`src/rtl/adc_seq_pkg.sv`:
```
`timescale 1ns/1ps
package adc_seq_pkg;
    localparam int unsigned DATA_W   = 8;
    localparam int unsigned ADDR_W   = 2;
    localparam int unsigned CHAN_W   = 4;
    localparam int unsigned ADC_RES  = 10;

    typedef enum logic [ADDR_W-1:0] {
        REG_CTRL = 2'd0,
        REG_DLO  = 2'd1,
        REG_IRQ  = 2'd2,
        REG_DHI  = 2'd3
    } reg_addr_e;

    typedef struct packed {
        logic [CHAN_W-1:0] chan;
        logic              ext;
        logic              cont;
    } ctrl_t;

    localparam int unsigned CTRL_W   = $bits(ctrl_t);
    localparam int unsigned BUSY_BIT = CTRL_W;

    function automatic logic [DATA_W-1:0] ctrl_rd(input ctrl_t c, input logic busy);
        logic [DATA_W-1:0] r;
        r = '0;
        r[CTRL_W-1:0] = c;
        r[BUSY_BIT]   = busy;
        return r;
    endfunction
endpackage

```
`src/rtl/adc_trig_sampler.sv`:
```
`timescale 1ns/1ps
module adc_trig_sampler (
    input  logic clk,
    input  logic rst,
    input  logic pin_i,
    input  logic strobe_i,
    output logic fall_o,
    output logic low_o
);
    logic smp_q;
    logic valid_q;
    logic fall_q;

    always_ff @(posedge clk) begin
        if (rst) begin
            smp_q   <= 1'b1;
            valid_q <= 1'b0;
            fall_q  <= 1'b0;
        end else begin
            fall_q <= strobe_i & valid_q & smp_q & ~pin_i;
            if (strobe_i) begin
                smp_q   <= pin_i;
                valid_q <= 1'b1;
            end
        end
    end

    assign fall_o = fall_q;
    assign low_o  = valid_q & ~smp_q;

    assert_edge_low_R8: assert property (@(posedge clk) disable iff (rst)
        fall_o |-> low_o);
    assert_edge_needs_strobe_R8: assert property (@(posedge clk) disable iff (rst)
        !strobe_i |=> !fall_o);
endmodule

```
`src/rtl/adc_sar_core.sv`:
```
`timescale 1ns/1ps
module adc_sar_core #(
    parameter int unsigned RES_W = 10
) (
    input  logic             clk,
    input  logic             rst,
    input  logic             start_i,
    input  logic             step_i,
    input  logic             cmp_ge_i,
    output logic             busy_o,
    output logic [RES_W-1:0] trial_o,
    output logic             finish_o,
    output logic [RES_W-1:0] result_o
);
    localparam logic [RES_W-1:0] MSB_MASK = {1'b1, {(RES_W-1){1'b0}}};

    logic             busy_q;
    logic [RES_W-1:0] mask_q;
    logic [RES_W-1:0] acc_q;
    logic [RES_W-1:0] keep;

    assign keep     = cmp_ge_i ? mask_q : '0;
    assign finish_o = busy_q & step_i & mask_q[0];
    assign result_o = acc_q | keep;
    assign trial_o  = acc_q | mask_q;
    assign busy_o   = busy_q;

    always_ff @(posedge clk) begin
        if (rst) begin
            busy_q <= 1'b0;
            mask_q <= '0;
            acc_q  <= '0;
        end else if (!busy_q) begin
            if (start_i) begin
                busy_q <= 1'b1;
                mask_q <= MSB_MASK;
                acc_q  <= '0;
            end
        end else if (step_i) begin
            acc_q  <= acc_q | keep;
            mask_q <= mask_q >> 1;
            if (mask_q[0]) busy_q <= 1'b0;
        end
    end

    assert_single_trial_R2: assert property (@(posedge clk) disable iff (rst)
        busy_o |-> ($countones(mask_q) == 1));
    assert_hold_without_step_R2: assert property (@(posedge clk) disable iff (rst)
        (busy_o && !step_i) |=> ($stable(acc_q) && $stable(mask_q) && busy_o));
    assert_busy_drops_R4: assert property (@(posedge clk) disable iff (rst)
        finish_o |=> !busy_o);
    assert_start_raises_busy_R4: assert property (@(posedge clk) disable iff (rst)
        (!busy_o && start_i) |=> (busy_o && trial_o == MSB_MASK));
    assert_busy_start_ignored_R10: assert property (@(posedge clk) disable iff (rst)
        (busy_o && start_i && !step_i) |=> $stable(mask_q));
endmodule

```
`src/rtl/adc_start_ctrl.sv`:
```
`timescale 1ns/1ps
module adc_start_ctrl (
    input  logic clk,
    input  logic rst,
    input  logic sw_start_i,
    input  logic cont_i,
    input  logic ext_i,
    input  logic fall_i,
    input  logic low_i,
    input  logic finish_i,
    input  logic busy_i,
    output logic start_o
);
    logic done_once_q;
    logic done_q;
    logic start_req;

    always_ff @(posedge clk) begin
        if (rst) begin
            done_once_q <= 1'b0;
            done_q      <= 1'b0;
        end else begin
            done_q <= finish_i;
            if (finish_i) done_once_q <= 1'b1;
        end
    end

    always_comb begin
        start_req = sw_start_i;
        if (ext_i && fall_i)                        start_req = 1'b1;
        if (ext_i && cont_i && low_i && done_once_q) start_req = 1'b1;
        if (!ext_i && cont_i && done_q)             start_req = 1'b1;
    end

    assign start_o = start_req & ~busy_i;

    assert_auto_restart_R7: assert property (@(posedge clk) disable iff (rst)
        (done_q && cont_i && !ext_i) |-> start_o);
    assert_first_needs_edge_R9: assert property (@(posedge clk) disable iff (rst)
        (!done_once_q && !sw_start_i && !fall_i) |-> !start_o);
    assert_single_no_level_R8: assert property (@(posedge clk) disable iff (rst)
        (!cont_i && !sw_start_i && !fall_i) |-> !start_o);
endmodule

```
`src/rtl/adc_reg_bank.sv`:
```
`timescale 1ns/1ps
module adc_reg_bank
    import adc_seq_pkg::*;
#(
    parameter int unsigned RES_W = ADC_RES
) (
    input  logic                  clk,
    input  logic                  rst,
    input  logic                  wr_en_i,
    input  logic [ADDR_W-1:0]     wr_addr_i,
    input  logic [DATA_W-1:0]     wr_data_i,
    input  logic [ADDR_W-1:0]     rd_addr_i,
    output logic [DATA_W-1:0]     rd_data_o,
    input  logic                  busy_i,
    input  logic                  finish_i,
    input  logic [RES_W-1:0]      result_i,
    output ctrl_t                 ctrl_o,
    output logic                  irq_o,
    output logic                  sw_start_o
);
    localparam int unsigned LO_BITS = RES_W - DATA_W;
    localparam int unsigned PAD_W   = DATA_W - LO_BITS;

    ctrl_t             ctrl_q;
    logic              irq_q;
    logic [DATA_W-1:0] dhi_q;
    logic [DATA_W-1:0] dlo_q;
    reg_addr_e         waddr;
    logic              wr_unused_bits;

    assign waddr          = reg_addr_e'(wr_addr_i);
    assign wr_unused_bits = ^wr_data_i[DATA_W-1:CTRL_W];
    assign sw_start_o     = wr_en_i && (waddr == REG_DLO);

    always_ff @(posedge clk) begin
        if (rst) begin
            ctrl_q <= '0;
            irq_q  <= 1'b0;
            dhi_q  <= '0;
            dlo_q  <= '0;
        end else begin
            if (wr_en_i && waddr == REG_CTRL)
                ctrl_q <= ctrl_t'(wr_data_i[CTRL_W-1:0]);
            if (finish_i) begin
                irq_q <= 1'b1;
                dhi_q <= result_i[RES_W-1 -: DATA_W];
                dlo_q <= {result_i[LO_BITS-1:0], {PAD_W{1'b0}}};
            end else if (wr_en_i && waddr == REG_IRQ && wr_data_i[0]) begin
                irq_q <= 1'b0;
            end
        end
    end

    always_comb begin
        unique case (reg_addr_e'(rd_addr_i))
            REG_CTRL: rd_data_o = ctrl_rd(ctrl_q, busy_i);
            REG_DLO:  rd_data_o = dlo_q;
            REG_IRQ:  rd_data_o = {{(DATA_W-1){1'b0}}, irq_q};
            default:  rd_data_o = dhi_q;
        endcase
    end

    assign ctrl_o = ctrl_q;
    assign irq_o  = irq_q;

    assert_data_hold_R3: assert property (@(posedge clk) disable iff (rst)
        !finish_i |=> ($stable(dhi_q) && $stable(dlo_q)));
    assert_irq_on_done_R5: assert property (@(posedge clk) disable iff (rst)
        finish_i |=> irq_o);
endmodule

```
`src/rtl/adc_seq_ctrl.sv`:
```
`timescale 1ns/1ps
module adc_seq_ctrl
    import adc_seq_pkg::*;
#(
    parameter int unsigned RES_W = ADC_RES
) (
    input  logic              clk,
    input  logic              rst,
    input  logic              wr_en_i,
    input  logic [1:0]        wr_addr_i,
    input  logic [7:0]        wr_data_i,
    input  logic [1:0]        rd_addr_i,
    output logic [7:0]        rd_data_o,
    input  logic              trig_pin_i,
    input  logic              trig_strobe_i,
    input  logic              step_en_i,
    input  logic              cmp_ge_i,
    output logic [RES_W-1:0]  dac_code_o,
    output logic              busy_o,
    output logic              irq_o,
    output logic [3:0]        chan_sel_o
);
    ctrl_t            ctrl;
    logic             sw_start;
    logic             fall_evt;
    logic             pin_low;
    logic             start;
    logic             busy;
    logic             finish;
    logic [RES_W-1:0] result;

    adc_reg_bank #(.RES_W(RES_W)) u_regs (
        .clk        (clk),
        .rst        (rst),
        .wr_en_i    (wr_en_i),
        .wr_addr_i  (wr_addr_i),
        .wr_data_i  (wr_data_i),
        .rd_addr_i  (rd_addr_i),
        .rd_data_o  (rd_data_o),
        .busy_i     (busy),
        .finish_i   (finish),
        .result_i   (result),
        .ctrl_o     (ctrl),
        .irq_o      (irq_o),
        .sw_start_o (sw_start)
    );

    adc_trig_sampler u_trig (
        .clk      (clk),
        .rst      (rst),
        .pin_i    (trig_pin_i),
        .strobe_i (trig_strobe_i),
        .fall_o   (fall_evt),
        .low_o    (pin_low)
    );

    adc_start_ctrl u_start (
        .clk        (clk),
        .rst        (rst),
        .sw_start_i (sw_start),
        .cont_i     (ctrl.cont),
        .ext_i      (ctrl.ext),
        .fall_i     (fall_evt),
        .low_i      (pin_low),
        .finish_i   (finish),
        .busy_i     (busy),
        .start_o    (start)
    );

    adc_sar_core #(.RES_W(RES_W)) u_sar (
        .clk      (clk),
        .rst      (rst),
        .start_i  (start),
        .step_i   (step_en_i),
        .cmp_ge_i (cmp_ge_i),
        .busy_o   (busy),
        .trial_o  (dac_code_o),
        .finish_o (finish),
        .result_o (result)
    );

    assign busy_o     = busy;
    assign chan_sel_o = ctrl.chan;

    assert_stop_on_high_R9: assert property (@(posedge clk) disable iff (rst)
        (ctrl.ext && ctrl.cont && !pin_low && !fall_evt && !sw_start && !busy) |=> !busy);
endmodule

```
`config.mk`:
```
export PLATFORM = sky130hd
export DESIGN_NAME = adc_seq_ctrl
export DESIGN_NICKNAME = d
export VERILOG_FILES = /design/src/rtl/adc_seq_pkg.sv /design/src/rtl/adc_trig_sampler.sv /design/src/rtl/adc_sar_core.sv /design/src/rtl/adc_start_ctrl.sv /design/src/rtl/adc_reg_bank.sv /design/src/rtl/adc_seq_ctrl.sv
export SDC_FILE = /design/constraint.sdc
export NUM_CORES = 1
export LEC_CHECK = 0
export ABC_AREA = 0
export BUFFER_PORTS_ARGS = -buffer_cell sky130_fd_sc_hd__buf_2
export CORE_MARGIN = 8
export CORE_UTILIZATION = 40
export CTS_CLUSTER_DIAMETER = 150
export DETAILED_ROUTE_END_ITERATION = 8
export HOLD_SLACK_MARGIN = 0.1
export PLACE_DENSITY_LB_ADDON = 0.2
export SETUP_SLACK_MARGIN = 0.2
export SLEW_MARGIN = 25
export SYNTH_ARGS = -nofsm -noshare
export SYNTH_HDL_FRONTEND = slang
export SYNTH_SLANG_ARGS = --single-unit
```
`constraint.sdc`:
```
create_clock -name clk -period 1.19 [get_ports clk]
set_input_delay 0.119 -clock clk [delete_from_list [all_inputs] [get_ports clk]]
set_output_delay 0.119 -clock clk [all_outputs]
set_load 0.05 [all_outputs]
```
==> results.txt <==
- TritonCTS clock tree: done
- DRC violations left: 0
- Number of rows created at floorplan: 24
* Detailed placer's ending HPWL: 3114 microns
* Max IR drop VDD: approximately 0.55 mV
- Max-slew violation total from the final report: 0
- 1st-iter DRT viols: 76
* Time the final worst path needs with I/O delays and setup: 1.357 ns
- Post-synthesis to final-layout area growth: 72.63%
- The H-tree generated during clock tree synthesis spans 2 levels.
- After global routing the overflow that remains totals 0.
* Req. time, crit path: 1.07 ns
- Synthesized area per cell: between 8 and 9 sq um
* Vias per Instance: 5.437
- Once detail routing completed, the nets flagged for antenna violations numbered 0.
* RSZ-0062 raised after global routing: yes
- Number of distinct library cells after synthesis: 30
- Clock-pin slew was measured on the worst setup and hold paths at roughly 0.080 ns.
- Hold Path Origin: wr_en_i
- Counting the buffers created by CTS gives 5.
* DR WL/cell: approximately 17 microns
* Cell types with the largest area share after synthesis: sky130_fd_sc_hd__dfxtp_1, sky130_fd_sc_hd__a21oi_1, sky130_fd_sc_hd__mux2i_1
* Largest fanout on the critical path: 3
- The worst setup path is captured at an output port.
* Highest achievable clock rate: 0.7368 GHz
- Filler-free cell count of the finished design: 334
- Total negative slack for setup checks: -1.049 ns
* Final period utilization: 114.1%
* Share of post-route cells with drive strength above 1: 64.54%
* Area inside the core boundary: 4294 sq um
* Global Route Usage Sum: 17.30%
* Hold Crit Endpoint: u_regs.irq_o
- Net count after synthesis: 216
- Wire length of the first global-routing pass: 9039 microns
- After layout, the worst setup slack is -0.1672 ns.
- Number of hold violations in the final report: 0
- Sequential fraction of the synthesis area: 48.66%
- Top FF cell, synth: sky130_fd_sc_hd__dfxtp_1
- Die Area: 6807 sq um
- Critical setup path kind: flip-flop to output port
- Worst Path Arrival: 1.24 ns
* Leakage power total: 1.217 nW
- Initial cell density of the core: 41.20%
* Final routed wirelength across all metal layers: 5713 microns
- The cell sitting at the root of the clock tree is a sky130_fd_sc_hd__clkbuf_8.
- The floorplan step set the die width to 82.51 microns.
- Post-Place Worst Slack: -0.04880 ns
- Via count of the first global-routing pass: 1839
* Share of the synthesized area in the top cell type: 48.66%
- Cell taking the most area after synthesis: sky130_fd_sc_hd__dfxtp_1
- The run finished, with violations left.
* Clock insertion delay at the later pin of the skew report: around 0.30 ns
- Yosys reg bits: 43
- The floorplan step set the die height to 82.51 microns.
* Final estimated routing congestion in global placement: roughly 0.7
- The Yosys step of the flow raised 0 warnings.
* Reg-to-reg critical path endpoint: u_sar.mask_q[9]
- Post-Synthesis Cells: approximately 200
- The final reports fail on setup timing.
- Number of cells on the worst hold path: 4
* Pin count of the biggest net entering global routing: 16
- Reg-to-reg slack, setup: -0.09 ns
* Count leader, synth: sky130_fd_sc_hd__dfxtp_1
- Worst slew slack as a fraction of its limit: 72.41%
- Worst Clk Skew: roughly 0.0062 ns
* Cell area after technology mapping: ~1800 sq um
- The initial antenna violation count came to 0.
- For this design the ratio of total power to cell area is slightly below 1000 nW/um^2.
- Cell types with the highest counts after synthesis: sky130_fd_sc_hd__dfxtp_1, sky130_fd_sc_hd__a21oi_1, sky130_fd_sc_hd__nand2_1, sky130_fd_sc_hd__o21ai_0, sky130_fd_sc_hd__nor2_1
* Clock Sinks: 43
- Critical path startpoint category: flip-flop
- I/O Pins: 43
- Ant. Diodes: 0
- The longest clock path from root to sink contains 2 buffers.
- Reg-to-reg critical path startpoint: u_trig.smp_q
* First-pass iteration count of the detailed router: 4
- Max_cap viols: 0
- DP Cell Count: 292
* Reg2Reg Depth: 5
* Final setup violating endpoints: 23
* Port Buffers: 40
* Actual transition at the worst max-transition pin: a little over 0.4 ns
* Vias: roughly 1800
- Number of synthesized flops with an enable pin: 0
- Fraction of registers with async set or reset after synthesis: 0%
- In this run the worst hold path is classified as input pin to flip-flop.
- The net count of the finished layout is 300.
## cell families after synthesis
logic type | after synthesis | share of synthesized area (%)
compound gates | 61 | 21.15
buf+inv | 16 | 4.738
flops | 43 | 48.66
mux | 9 | 5.163
simple gates | 68 | 20.30
## worst max path at each step
stage,from,to,slack (ns),cells past startpoint
6_report,u_regs.irq_o,rd_data_o[0],-0.17,3
5_1_grt,u_regs.dhi_q[0],rd_data_o[0],-0.20,3
4_1_cts,u_regs.irq_o,rd_data_o[0],-0.18,3
3_5_place_dp,u_trig.smp_q,u_sar.mask_q[9],-0.05,5
3_3_place_gp,u_trig.smp_q,u_sar.mask_q[9],-0.05,5
2_1_floorplan,u_trig.smp_q,u_sar.acc_q[0],-0.01,5
## worst max-delay path, stage by stage (launching register included)
cell and delay, ns:
sky130_fd_sc_hd__dfxtp_2 0.33, sky130_fd_sc_hd__mux2_2 0.25, sky130_fd_sc_hd__a22o_2 0.21, sky130_fd_sc_hd__buf_6 0.15
## layout by cell type, fill, tap and decap left out, types with 2 or more instances in the layout
cell type	n
sky130_fd_sc_hd__dlygate4sd3_1	8
sky130_fd_sc_hd__buf_2	17
sky130_fd_sc_hd__a311oi_2	6
sky130_fd_sc_hd__nor2b_1	2
sky130_fd_sc_hd__buf_4	31
sky130_fd_sc_hd__buf_8	15
sky130_fd_sc_hd__nand2_2	10
sky130_fd_sc_hd__o21ai_1	10
sky130_fd_sc_hd__nand2_1	11
sky130_fd_sc_hd__mux2i_1	7
sky130_fd_sc_hd__nand3b_4	2
sky130_fd_sc_hd__a21oi_1	24
sky130_fd_sc_hd__a21oi_4	2
sky130_fd_sc_hd__nand3b_1	3
sky130_fd_sc_hd__a311oi_1	3
sky130_fd_sc_hd__dfxtp_4	10
sky130_fd_sc_hd__nor2_1	11
sky130_fd_sc_hd__dfxtp_1	11
sky130_fd_sc_hd__and2_1	2
sky130_fd_sc_hd__inv_1	2
sky130_fd_sc_hd__buf_12	2
sky130_fd_sc_hd__dfxtp_2	22
sky130_fd_sc_hd__a21oi_2	5
sky130_fd_sc_hd__a22o_4	4
sky130_fd_sc_hd__clkbuf_8	5
sky130_fd_sc_hd__buf_6	16
sky130_fd_sc_hd__nand4b_1	3
sky130_fd_sc_hd__o21ai_2	2
sky130_fd_sc_hd__or2_4	10
sky130_fd_sc_hd__nor3_2	9
## registers in the layout (all words and copies together), names as in the netlist
name                 cells
u_trig.smp_q             1
u_regs.irq_o             1
u_regs.ctrl_o            6
u_start.done_q           1
u_sar.acc_q             10
u_sar.busy_o             1
u_trig.valid_q           1
u_sar.mask_q            10
u_start.done_once_q      1
u_trig.fall_o            1
u_regs.dhi_q             8
u_regs.dlo_q             2
## through the flow
| step | utilization (%) | hold WS [ns] | total power, W | area [sq um] |
|---|---|---|---|---|
| finish | 71.12 | 0.1892 | 0.002947 | 3054 |
| global route | 71.12 | 0.1967 | 0.003045 | 3054 |
| CTS | 67.86 | 0.1647 | 0.002929 | 2914 |
| detailed placement | 49.65 | 0.3370 | 0.001780 | 2132 |
| global placement | 49.65 | 0.3384 | 0.001779 | 2132 |
| floorplan | - | 0.2369 | 0.001673 | 1808 |
## power breakdown
part | internal (W) | leakage, nW | switching, W
Combinational | 0.000196 | 0.795 | 0.000225
Sequential | 0.00144 | 0.366 | 0.0000178
Clock | 0.000541 | 0.0563 | 0.000529
## layout make-up
type | count | area (sq um)
repair buffers | 89 | 843.3
inverters | 3 | 11.26
clock buffers | 6 | 93.84
clock inverters | 2 | 13.76
well taps | 52 | 65.06
multi-input cells | 139 | 1101
fillers | 298 | 1240
flip-flops and latches | 43 | 925.9
## per-layer routing
metal	track usage [%]	wire [microns]	up-vias
met5	0	0	-
li1	-	-	875
met4	5.517	106	0
met3	4.978	385	10
met1	19.32	2263	882
met2	30.85	2958	49
## what timing repair did
| action | in CTS | in global routing |
|---|---|---|
| resized for setup | 135 | 31 |
| buffers inserted | 19 | 4 |
| setup endpoints to repair | 57 | 57 |
| cloned | 3 | 0 |
| hold endpoints to repair | 9 | 0 |
| hold buffers | 8 | 0 |
| pin swaps | 29 | 6 |
No activity file was read; power rests on OpenSTA's default activity.
